`src/rtl/lcd_stat_pkg.sv`:
```
package lcd_stat_pkg;

  localparam int MODE_W = 2;

  // number of modes that carry their own interrupt enable (modes 0..2)
  localparam int NUM_SRC_MODES = 3;

  // width of the enable field: one per source mode plus coincidence
  localparam int EN_W = NUM_SRC_MODES + 1;

  // position of the enable field inside the status byte
  localparam int EN_LSB = 2 + 1;
  localparam int EN_MSB = EN_LSB + EN_W - 1;

  typedef enum logic [MODE_W-1:0] {
    MODE_HBLANK = 2'd0,
    MODE_VBLANK = 2'd1,
    MODE_SEARCH = 2'd2,
    MODE_XFER   = 2'd3
  } lcd_mode_e;

endpackage

```
`src/rtl/lcd_stat_rst_sync.sv`:
```
module lcd_stat_rst_sync #(
  parameter int STAGES = 2
) (
  input  logic clk,
  input  logic rst_n,
  output logic rst_sync_n
);

  logic [STAGES-1:0] chain_q;
  logic [STAGES-1:0] chain_nx;

  always_comb begin
    chain_nx = {chain_q[STAGES-2:0], 1'b1};
  end

  always_ff @(posedge clk or negedge rst_n) begin
    if (!rst_n) chain_q <= '0;
    else        chain_q <= chain_nx;
  end

  assign rst_sync_n = chain_q[STAGES-1];

endmodule

```
`src/rtl/lcd_stat_regs.sv`:
```
module lcd_stat_regs
  import lcd_stat_pkg::*;
#(
  parameter int LINE_W = 8
) (
  input  logic              clk,
  input  logic              rst_n,
  input  logic              stat_wr,
  input  logic [EN_W-1:0]   en_wdata,
  input  logic              cmp_wr,
  input  logic [LINE_W-1:0] cmp_wdata,
  output logic [EN_W-1:0]   en_nx,
  output logic [LINE_W-1:0] cmp_nx,
  output logic [EN_W-1:0]   en_q,
  output logic [LINE_W-1:0] cmp_q
);

  // next values include a write landing this cycle, so the
  // evaluation logic sees a write in the cycle it is made
  always_comb begin
    en_nx  = en_q;
    cmp_nx = cmp_q;
    if (stat_wr) en_nx  = en_wdata;
    if (cmp_wr)  cmp_nx = cmp_wdata;
  end

  always_ff @(posedge clk or negedge rst_n) begin
    if (!rst_n) begin
      en_q  <= '0;
      cmp_q <= '0;
    end else begin
      if (stat_wr) en_q  <= en_nx;
      if (cmp_wr)  cmp_q <= cmp_nx;
    end
  end

endmodule

```
`src/rtl/lcd_stat_cond.sv`:
```
module lcd_stat_cond
  import lcd_stat_pkg::*;
#(
  parameter int LINE_W = 8
) (
  input  logic [EN_W-1:0]   en,
  input  logic [LINE_W-1:0] cmp,
  input  logic [LINE_W-1:0] line,
  input  logic [MODE_W-1:0] mode,
  input  logic              disp_en,
  input  logic              compat,
  input  logic              stat_wr,
  output logic              coin,
  output logic              req_nx
);

  localparam int COIN_BIT = EN_W - 1;

  logic [NUM_SRC_MODES-1:0] mode_hit;
  logic                     coin_hit;
  logic                     cond_any;
  logic                     quirk;

  assign coin = (line == cmp);

  // one enable per source mode; mode values above the last source
  // mode have no enable and never hit
  for (genvar m = 0; m < NUM_SRC_MODES; m++) begin : g_mode_src
    assign mode_hit[m] = en[m] & (mode == MODE_W'(m));
  end

  assign coin_hit = en[COIN_BIT] & coin;

  always_comb begin
    cond_any = coin_hit | (|mode_hit);
    if (!disp_en) cond_any = 1'b0;
  end

  // compatibility quirk: a status write outside modes 2 and 3
  // raises the request regardless of enables or display enable
  assign quirk  = compat & stat_wr & ~mode[1];
  assign req_nx = cond_any | quirk;

endmodule

```
`src/rtl/lcd_stat_req.sv`:
```
module lcd_stat_req
  import lcd_stat_pkg::*;
(
  input  logic              clk,
  input  logic              rst_n,
  input  logic              req_nx,
  input  logic              coin_nx,
  input  logic [MODE_W-1:0] mode,
  output logic              req_q,
  output logic              pulse_q,
  output logic              coin_q,
  output logic [MODE_W-1:0] mode_q,
  output logic              vblank_q
);

  logic pulse_nx;
  logic vblank_nx;
  logic in_vblank;
  logic was_vblank;

  assign in_vblank  = (mode == MODE_VBLANK);
  assign was_vblank = (mode_q == MODE_VBLANK);

  always_comb begin
    pulse_nx  = req_nx & ~req_q;
    vblank_nx = vblank_q;
    if (in_vblank && !was_vblank) vblank_nx = 1'b1;   // entry
    else if (!in_vblank)          vblank_nx = 1'b0;   // any exit
  end

  always_ff @(posedge clk or negedge rst_n) begin
    if (!rst_n) begin
      req_q    <= 1'b0;
      pulse_q  <= 1'b0;
      coin_q   <= 1'b0;
      mode_q   <= MODE_HBLANK;
      vblank_q <= 1'b0;
    end else begin
      req_q    <= req_nx;
      pulse_q  <= pulse_nx;
      coin_q   <= coin_nx;
      mode_q   <= mode;
      vblank_q <= vblank_nx;
    end
  end

endmodule

```
`src/rtl/lcd_stat_irq.sv`:
```
module lcd_stat_irq
  import lcd_stat_pkg::*;
#(
  parameter int LINE_W     = 8,
  parameter int SYNC_STAGE = 2
) (
  input  logic              clk,
  input  logic              rst_n,
  input  logic [1:0]        mode_i,
  input  logic [LINE_W-1:0] line_i,
  input  logic              disp_en_i,
  input  logic              compat_i,
  input  logic              stat_wr_i,
  input  logic [7:0]        stat_data_i,
  input  logic              cmp_wr_i,
  input  logic [LINE_W-1:0] cmp_data_i,
  output logic [7:0]        stat_o,
  output logic              stat_req_o,
  output logic              stat_pulse_o,
  output logic              vblank_req_o
);

  logic              rst_sync_n;
  logic [EN_W-1:0]   en_nx;
  logic [EN_W-1:0]   en_q;
  logic [LINE_W-1:0] cmp_nx;
  logic [LINE_W-1:0] cmp_q;
  logic              coin_nx;
  logic              req_nx;
  logic              coin_q;
  logic [MODE_W-1:0] mode_q;
  logic              unused_wbits;

  assign unused_wbits = ^{stat_data_i[7], stat_data_i[EN_LSB-1:0]};

  lcd_stat_rst_sync #(.STAGES(SYNC_STAGE)) u_rst (
    .clk        (clk),
    .rst_n      (rst_n),
    .rst_sync_n (rst_sync_n)
  );

  lcd_stat_regs #(.LINE_W(LINE_W)) u_regs (
    .clk       (clk),
    .rst_n     (rst_sync_n),
    .stat_wr   (stat_wr_i),
    .en_wdata  (stat_data_i[EN_MSB:EN_LSB]),
    .cmp_wr    (cmp_wr_i),
    .cmp_wdata (cmp_data_i),
    .en_nx     (en_nx),
    .cmp_nx    (cmp_nx),
    .en_q      (en_q),
    .cmp_q     (cmp_q)
  );

  lcd_stat_cond #(.LINE_W(LINE_W)) u_cond (
    .en      (en_nx),
    .cmp     (cmp_nx),
    .line    (line_i),
    .mode    (mode_i),
    .disp_en (disp_en_i),
    .compat  (compat_i),
    .stat_wr (stat_wr_i),
    .coin    (coin_nx),
    .req_nx  (req_nx)
  );

  lcd_stat_req u_req (
    .clk      (clk),
    .rst_n    (rst_sync_n),
    .req_nx   (req_nx),
    .coin_nx  (coin_nx),
    .mode     (mode_i),
    .req_q    (stat_req_o),
    .pulse_q  (stat_pulse_o),
    .coin_q   (coin_q),
    .mode_q   (mode_q),
    .vblank_q (vblank_req_o)
  );

  assign stat_o = {1'b1, en_q, coin_q, mode_q};

endmodule

```
`config.mk`:
```
export PLATFORM = sky130hd
export DESIGN_NAME = lcd_stat_irq
export DESIGN_NICKNAME = d
export VERILOG_FILES = /design/src/rtl/lcd_stat_pkg.sv /design/src/rtl/lcd_stat_rst_sync.sv /design/src/rtl/lcd_stat_regs.sv /design/src/rtl/lcd_stat_cond.sv /design/src/rtl/lcd_stat_req.sv /design/src/rtl/lcd_stat_irq.sv
export SDC_FILE = /design/constraint.sdc
export NUM_CORES = 1
export LEC_CHECK = 0
export CAP_MARGIN = 5
export CORE_ASPECT_RATIO = 1.5
export CORE_UTILIZATION = 42
export DETAILED_ROUTE_END_ITERATION = 8
export PLACE_DENSITY = 0.82
export SLEW_MARGIN = 20
export SYNTH_ARGS = -nofsm -noshare
export SYNTH_HDL_FRONTEND = slang
export SYNTH_SLANG_ARGS = --single-unit
```
`constraint.sdc`:
```
create_clock -name clk -period 1.7 [get_ports clk]
set_input_delay 0.17 -clock clk [delete_from_list [all_inputs] [get_ports clk]]
set_output_delay 0.17 -clock clk [all_outputs]
set_load 0.01 [all_outputs]
```
# --- Word-level counts from Yosys, hierarchy flattened ---
# Cells that the tools add are included.
classes:
  eq_ne: 5
  muxes: 5
  bitwise: 11
  reduce_logical: 4
op_table:
  columns: ["operator", "n"]
  rows:
  - ["$eq A8 B8 Y1", 1]
  - ["$mux W8", 1]
  - ["$and A1 B1 Y1", 7]
  - ["$eq A2 B1 Y1 const B", 2]
  - ["$mux W4", 1]
  - ["$mux W1", 3]
  - ["$reduce_or A3 Y1", 1]
  - ["$eq A2 B2 Y1 const B", 1]
  - ["$logic_not A2 Y1", 1]
  - ["$ne A2 B2 Y1 const B", 1]
  - ["$not A1 Y1", 2]
  - ["$or A1 B1 Y1", 2]
  - ["$logic_and A1 B1 Y1", 1]
  - ["$logic_not A1 Y1", 1]
totals:
  regBits: 20
  inputBits: 32
  output_inout_bits: 11
  word_cells: 33

# --- Longest topological paths before layout ---
logic_depth:
  depth_word: 7
  ltp_mapped: 6
  depth_no_buf: 5

# --- Cells and area by module ---
# Synthesis repeated with hierarchy kept, for this count alone.
hier_totals:
  cells_unflattened: 71
  hier_area_um2: 1031.0
modules_own_cells:
  columns: ["mod", "instances", "cells_per_inst", "area_each_um2", "seq_area_each_um2"]
  rows:
  - ["lcd_stat_regs", 1, 39, 644.4, 300.3]
  - ["lcd_stat_req", 1, 9, 181.4, 150.1]
  - ["lcd_stat_cond", 1, 17, 132.6, 0.0]
  - ["lcd_stat_rst_sync", 1, 3, 53.8, 50.0]
  - ["lcd_stat_irq", 1, 3, 18.8, 0.0]

# --- Worst setup path before layout ---
# Ideal clock, no wire load.
synth_path:
  path_type: "input to register"
  start: "in stat_wr_i"
  end: "reg u_req.pulse_q"
  setup_time_ns: 0.130
  arrival_time_ns: 1.304
  required_ns: 1.570
  path_slack_ns: 0.266
  cell_stages: 6
  path_buffers: 1
  cell_sequence: "clkbuf_1 -> mux4_2 -> nand2_1 -> o31ai_1 -> a32oi_1 -> a21oi_1"
synth_between:
  elab_chain_cells: 7
  elab_cells_between_ends: 12
  cone_classes: "2 x mux; 9 x bitwise; 1 x reduce/logical"
synth_rtl:
  columns: ["item", "line_no", "rtl"]
  rows:
  - ["start, declared", "lcd_stat_irq.sv:13", "input logic stat_wr_i,"]
  - ["$mux W4", "lcd_stat_regs.sv:23", "if (stat_wr) en_nx = en_wdata;"]
  - ["$and A1 B1 Y1", "lcd_stat_cond.sv:29", "assign mode_hit[m] = en[m] & (mode == MODE_W'(m));"]
  - ["$reduce_or A3 Y1", "lcd_stat_cond.sv:35", "cond_any = coin_hit | (|mode_hit);"]
  - ["$or A1 B1 Y1", "lcd_stat_cond.sv:35", null]
  - ["$mux W1", "lcd_stat_cond.sv:36", "if (!disp_en) cond_any = 1'b0;"]
  - ["$or A1 B1 Y1 (*)", "lcd_stat_cond.sv:42", "assign req_nx = cond_any | quirk;"]
  - ["$and A1 B1 Y1 (*)", "lcd_stat_req.sv:25", "pulse_nx = req_nx & ~req_q;"]
  - ["named net u_req.pulse_nx", "lcd_stat_req.sv:16", "logic pulse_nx;"]
  - ["end signal, assigned", "lcd_stat_req.sv:40", "pulse_q <= pulse_nx;"]
  - ["end, declared", "lcd_stat_req.sv:10", "output logic pulse_q,"]
# Mark *: on every way through the listed nets, which the timed path passes. The rest lies on a longest branch.
# A chain may end at the register's enable or synchronous reset.

# --- Worst setup path after layout ---
layout_path:
  start: "reg u_regs.cmp_q[2]"
  end: "reg u_req.pulse_q"
layout_between:
  elab_chain_cells: 7
layout_rtl:
  columns: ["item", "line_no", "rtl"]
  rows:
  - ["start, declared", "lcd_stat_regs.sv:15", "output logic [LINE_W-1:0] cmp_q"]
  - ["start signal, assigned", "lcd_stat_regs.sv:33", "if (cmp_wr) cmp_q <= cmp_nx;"]
  - ["$mux W8", "lcd_stat_regs.sv:24", "if (cmp_wr) cmp_nx = cmp_wdata;"]
  - ["$eq A8 B8 Y1", "lcd_stat_cond.sv:24", "assign coin = (line == cmp);"]
  - ["$and A1 B1 Y1", "lcd_stat_cond.sv:32", "assign coin_hit = en[COIN_BIT] & coin;"]
  - ["$or A1 B1 Y1", "lcd_stat_cond.sv:35", null]
  - ["$mux W1", "lcd_stat_cond.sv:36", null]
  - ["$or A1 B1 Y1", "lcd_stat_cond.sv:42", null]
  - ["$and A1 B1 Y1", "lcd_stat_req.sv:25", null]
  - ["named net u_req.pulse_nx", "lcd_stat_req.sv:16", null]
# The timed path passes the listed nets, and every way through them passes these cells.

==> impl_results.md <==
* Crit path DAT at 1.71 ns
* Mapped Area at 897 sq um
* Die area at 2330 sq um
* Nets at between 100 and 150
* Total power at ~1.1 mW
* Worst clock skew at between 0.002 and 0.0025 ns
* Clk sinks at 20
* Util after Layout at around two thirds
* Reg2Reg Depth at 5
* Register area share after synthesis at 55.8%
* Hold Violations, Final at 0
* GRT Overall Usage at ~17%
* CTS H-tree lvls at 1
* Pre-Repair DR Iteration Count at 4
* Critical path capture point type: flop
* R2R Setup Slk at roughly 0.22 ns
* CP Depth at 5
* Max Freq at around 0.68 GHz
* Antenna violations before repair at 0
* Drt via density at 4.79
* Hold/Removal Path Class: input pin to asynchronous set/reset pin
* Detailed Place HPWL at 1360 um
* Via Count at between 500 and 600
* Largest net degree at the start of global routing at 19
* Gr ovfl total at 0
* FP Rows at 20
* CP required at 1.93 ns
* PwrDens at between 700 and 800 nW/um^2
* Worst setup margin at 0.224 ns
* Tcrit/Tclk final at 86.8%
* Crit path max-delay cell type: dfrtp_1
* Leakage power at 0.603 nW
* Warnings from Yosys at 0
* Worst slack at placement at -0.284 ns
* Area Overhead vs Synth at 50.5%
* R2r startpoint: u_regs.cmp_q[2]$_DFFE_PN0P_
* N_diodes at 0
* Setup Crit Path Kind: flop to flop
* VDD IR max at 476 uV
* Hold_buf cts at 0
* Num CTS Buffers at 3
* Die Wd at 39.7 um
* Drt initial violations at 7
* Max clock buf depth at 2
* Clock Latency Late Sink at just under 0.3 ns
* DRC Markers at 0
* Worst path max stage delay at ~0.38 ns
* Distinct cell type count after synthesis at 19
* Height of the die at slightly below 60 um
* Final ANT Viol Nets at 0
* MaxCap Viol Count at 0
* CTS tree: done
* Setup crit start kind: flop
* Placeable Area at 2030 sq um
* CTS Root Cell: clkbuf_4
* Placed Cells at between 100 and 150
* Yosys reg bits at 20
* Register area at ~500 sq um
* Final Wtd Congestion at approximately 0.69
* Routed length per instance at around 14 um
* Vias in the first global route at 638
* Number of I/O pins at 43
* End of the critical path: u_req.pulse_q$_DFF_PN0_
* CP cell instances: mux2_2, xor2_1, nor4_4, nand4_1, a21oi_1
* R2r endpoint: u_req.pulse_q$_DFF_PN0_
* Area of placed instances at roughly 1300 sq um
* I/O Buffers at 37
* Worst slew pin tran at roughly 0.71 ns
* First-pass GRT wire length at about 2700 um
* Fill cells at ~170
* Status: completed
* Clock-pin slew on the worst setup and hold paths at around 0.11 ns
* Layout Cells excl Fill at 124
* Synth Area per Inst at 15.0 sq um
* Worst path bufs/invs at 0
* Min Tclk post-route at approximately 1.5 ns
* Cell family with most CP delay: simple AND/OR/NAND/NOR gates
* Multi-input gate area at 355 sq um
* Finished Cell Area at ~1400 sq um
* Layout cells sized above 1 at a little under a quarter
* Worst-path fanout max at 2
* Final WL at approximately 1700 um
* Pins over their slew limit at 0
* RSZ-0062 raised after global routing: no
* Initial Util at roughly 44%
* Cells after Synth at 60
* Worst slew margin at 52.9%
* CP startpoint: u_regs.cmp_q[2]$_DFFE_PN0P_
* Final setup fails at 0
what timing repair did:
item	4_1_cts	5_1_grt
buffers inserted	0	0
resized for setup	0	1
endpoints found under the setup margin	0	1
routing by layer:
layer / wire length [um] / part of all wire [%] / global-route usage (%)
met5: 0 / 0 / 0
met4: 19 / 1.1 / 8.87
met3: 69 / 4.1 / 3.40
met2: 882 / 52 / 26.2
met1: 728 / 43 / 21.1
registers in the layout, summed over array words and instances, names as in the netlist:
register,flops
u_regs.cmp_q,8
u_regs.en_q,4
u_req.mode_q,2
u_rst.chain_q,2
u_req.coin_q,1
u_req.pulse_q,1
u_req.req_q,1
u_req.vblank_q,1
worst reg2reg max path: stages, from the launching register on:
cell and delay, ns:
dfrtp_1 0.38, mux2_2 0.28, xor2_1 0.17, nor4_4 0.30, nand4_1 0.14, a21oi_1 0.14
cell usage after synthesis, drive strengths merged:
cell | instances | area [sq um]
o31ai | 1 | 7.51
dfrtp | 20 | 500
nand2 | 3 | 11.3
mux2 | 11 | 139
a21oi | 1 | 5.00
mux2i | 1 | 10.0
a32oi | 1 | 8.76
conb | 1 | 3.75
buf | 3 | 26.3
nor4 | 2 | 42.5
mux4 | 1 | 22.5
o311a | 1 | 10.0
inv | 4 | 15.0
xor2 | 8 | 85.1
clkbuf | 1 | 3.75
nand4 | 1 | 6.26
how the worst min path moves through the flow:
stage / start / end / slack [ns]
finish: rst_n / u_rst.chain_q[1]$_DFF_PN0_ / 0.02
floorplan: rst_n / u_rst.chain_q[0]$_DFF_PN0_ / -0.13
CTS: rst_n / u_rst.chain_q[1]$_DFF_PN0_ / 0.01
detailed placement: u_rst.chain_q[1]$_DFF_PN0_ / u_regs.cmp_q[5]$_DFFE_PN0P_ / 0.33
global placement: u_rst.chain_q[1]$_DFF_PN0_ / u_regs.en_q[1]$_DFFE_PN0P_ / 0.31
global route: rst_n / u_rst.chain_q[0]$_DFF_PN0_ / 0.01
layout by cell type, fill, tap and decap left out:
cell type and count:
a21oi_1 1, mux2_4 4, mux4_2 1, clkbuf_8 1, dlymetal6s2s_1 1, nor4_4 2
buf_4 3, clkbuf_4 3, xor2_2 2, inv_1 4, xor2_1 6, mux2i_1 1
nand4_1 1, o311a_1 1, conb_1 2, nand2_1 3, buf_12 1, o31ai_1 1
mux2_2 7, dfrtp_1 20, clkdlybuf4s50_1 36, a32oi_1 1
where the power goes:
group / switching (mW) / leakage, nW / internal, mW
registers: 0.0226 / 0.240 / 0.514
logic: 0.0910 / 0.342 / 0.154
clock network: 0.142 / 0.0210 / 0.131
total: 0.256 / 0.603 / 0.799
final cells by class:
type                       instances  area share [%]
clock buffer                       4            2.69
inverter                           4            1.11
multi-input combinational         33            26.3
sequential                        20            37.1
tap                               22            2.04
timing repair buffer              41            30.8
cells by family (layout without fill, tap and decap cells):
group	after synthesis	after routing	share of synthesized area [%]
AO/OA/AOI/OAI	4	4	3.49
XOR/XNOR	8	8	9.48
buffers and inverters	8	49	5.02
flip-flops	20	20	55.8
multiplexers	13	13	19.1
other	1	2	0.418
AND/OR/NAND/NOR	6	6	6.69
metrics by stage:
stage	TNS [ns]	hold slack, ns
after global placement	-0.588	0.308
after floorplan	0	-0.126
final	0	0.0194
after CTS	0	0.0104
after detailed placement	-0.673	0.332
after global routing	0	0.0107
Note: power is estimated with default switching activity, not from simulation.
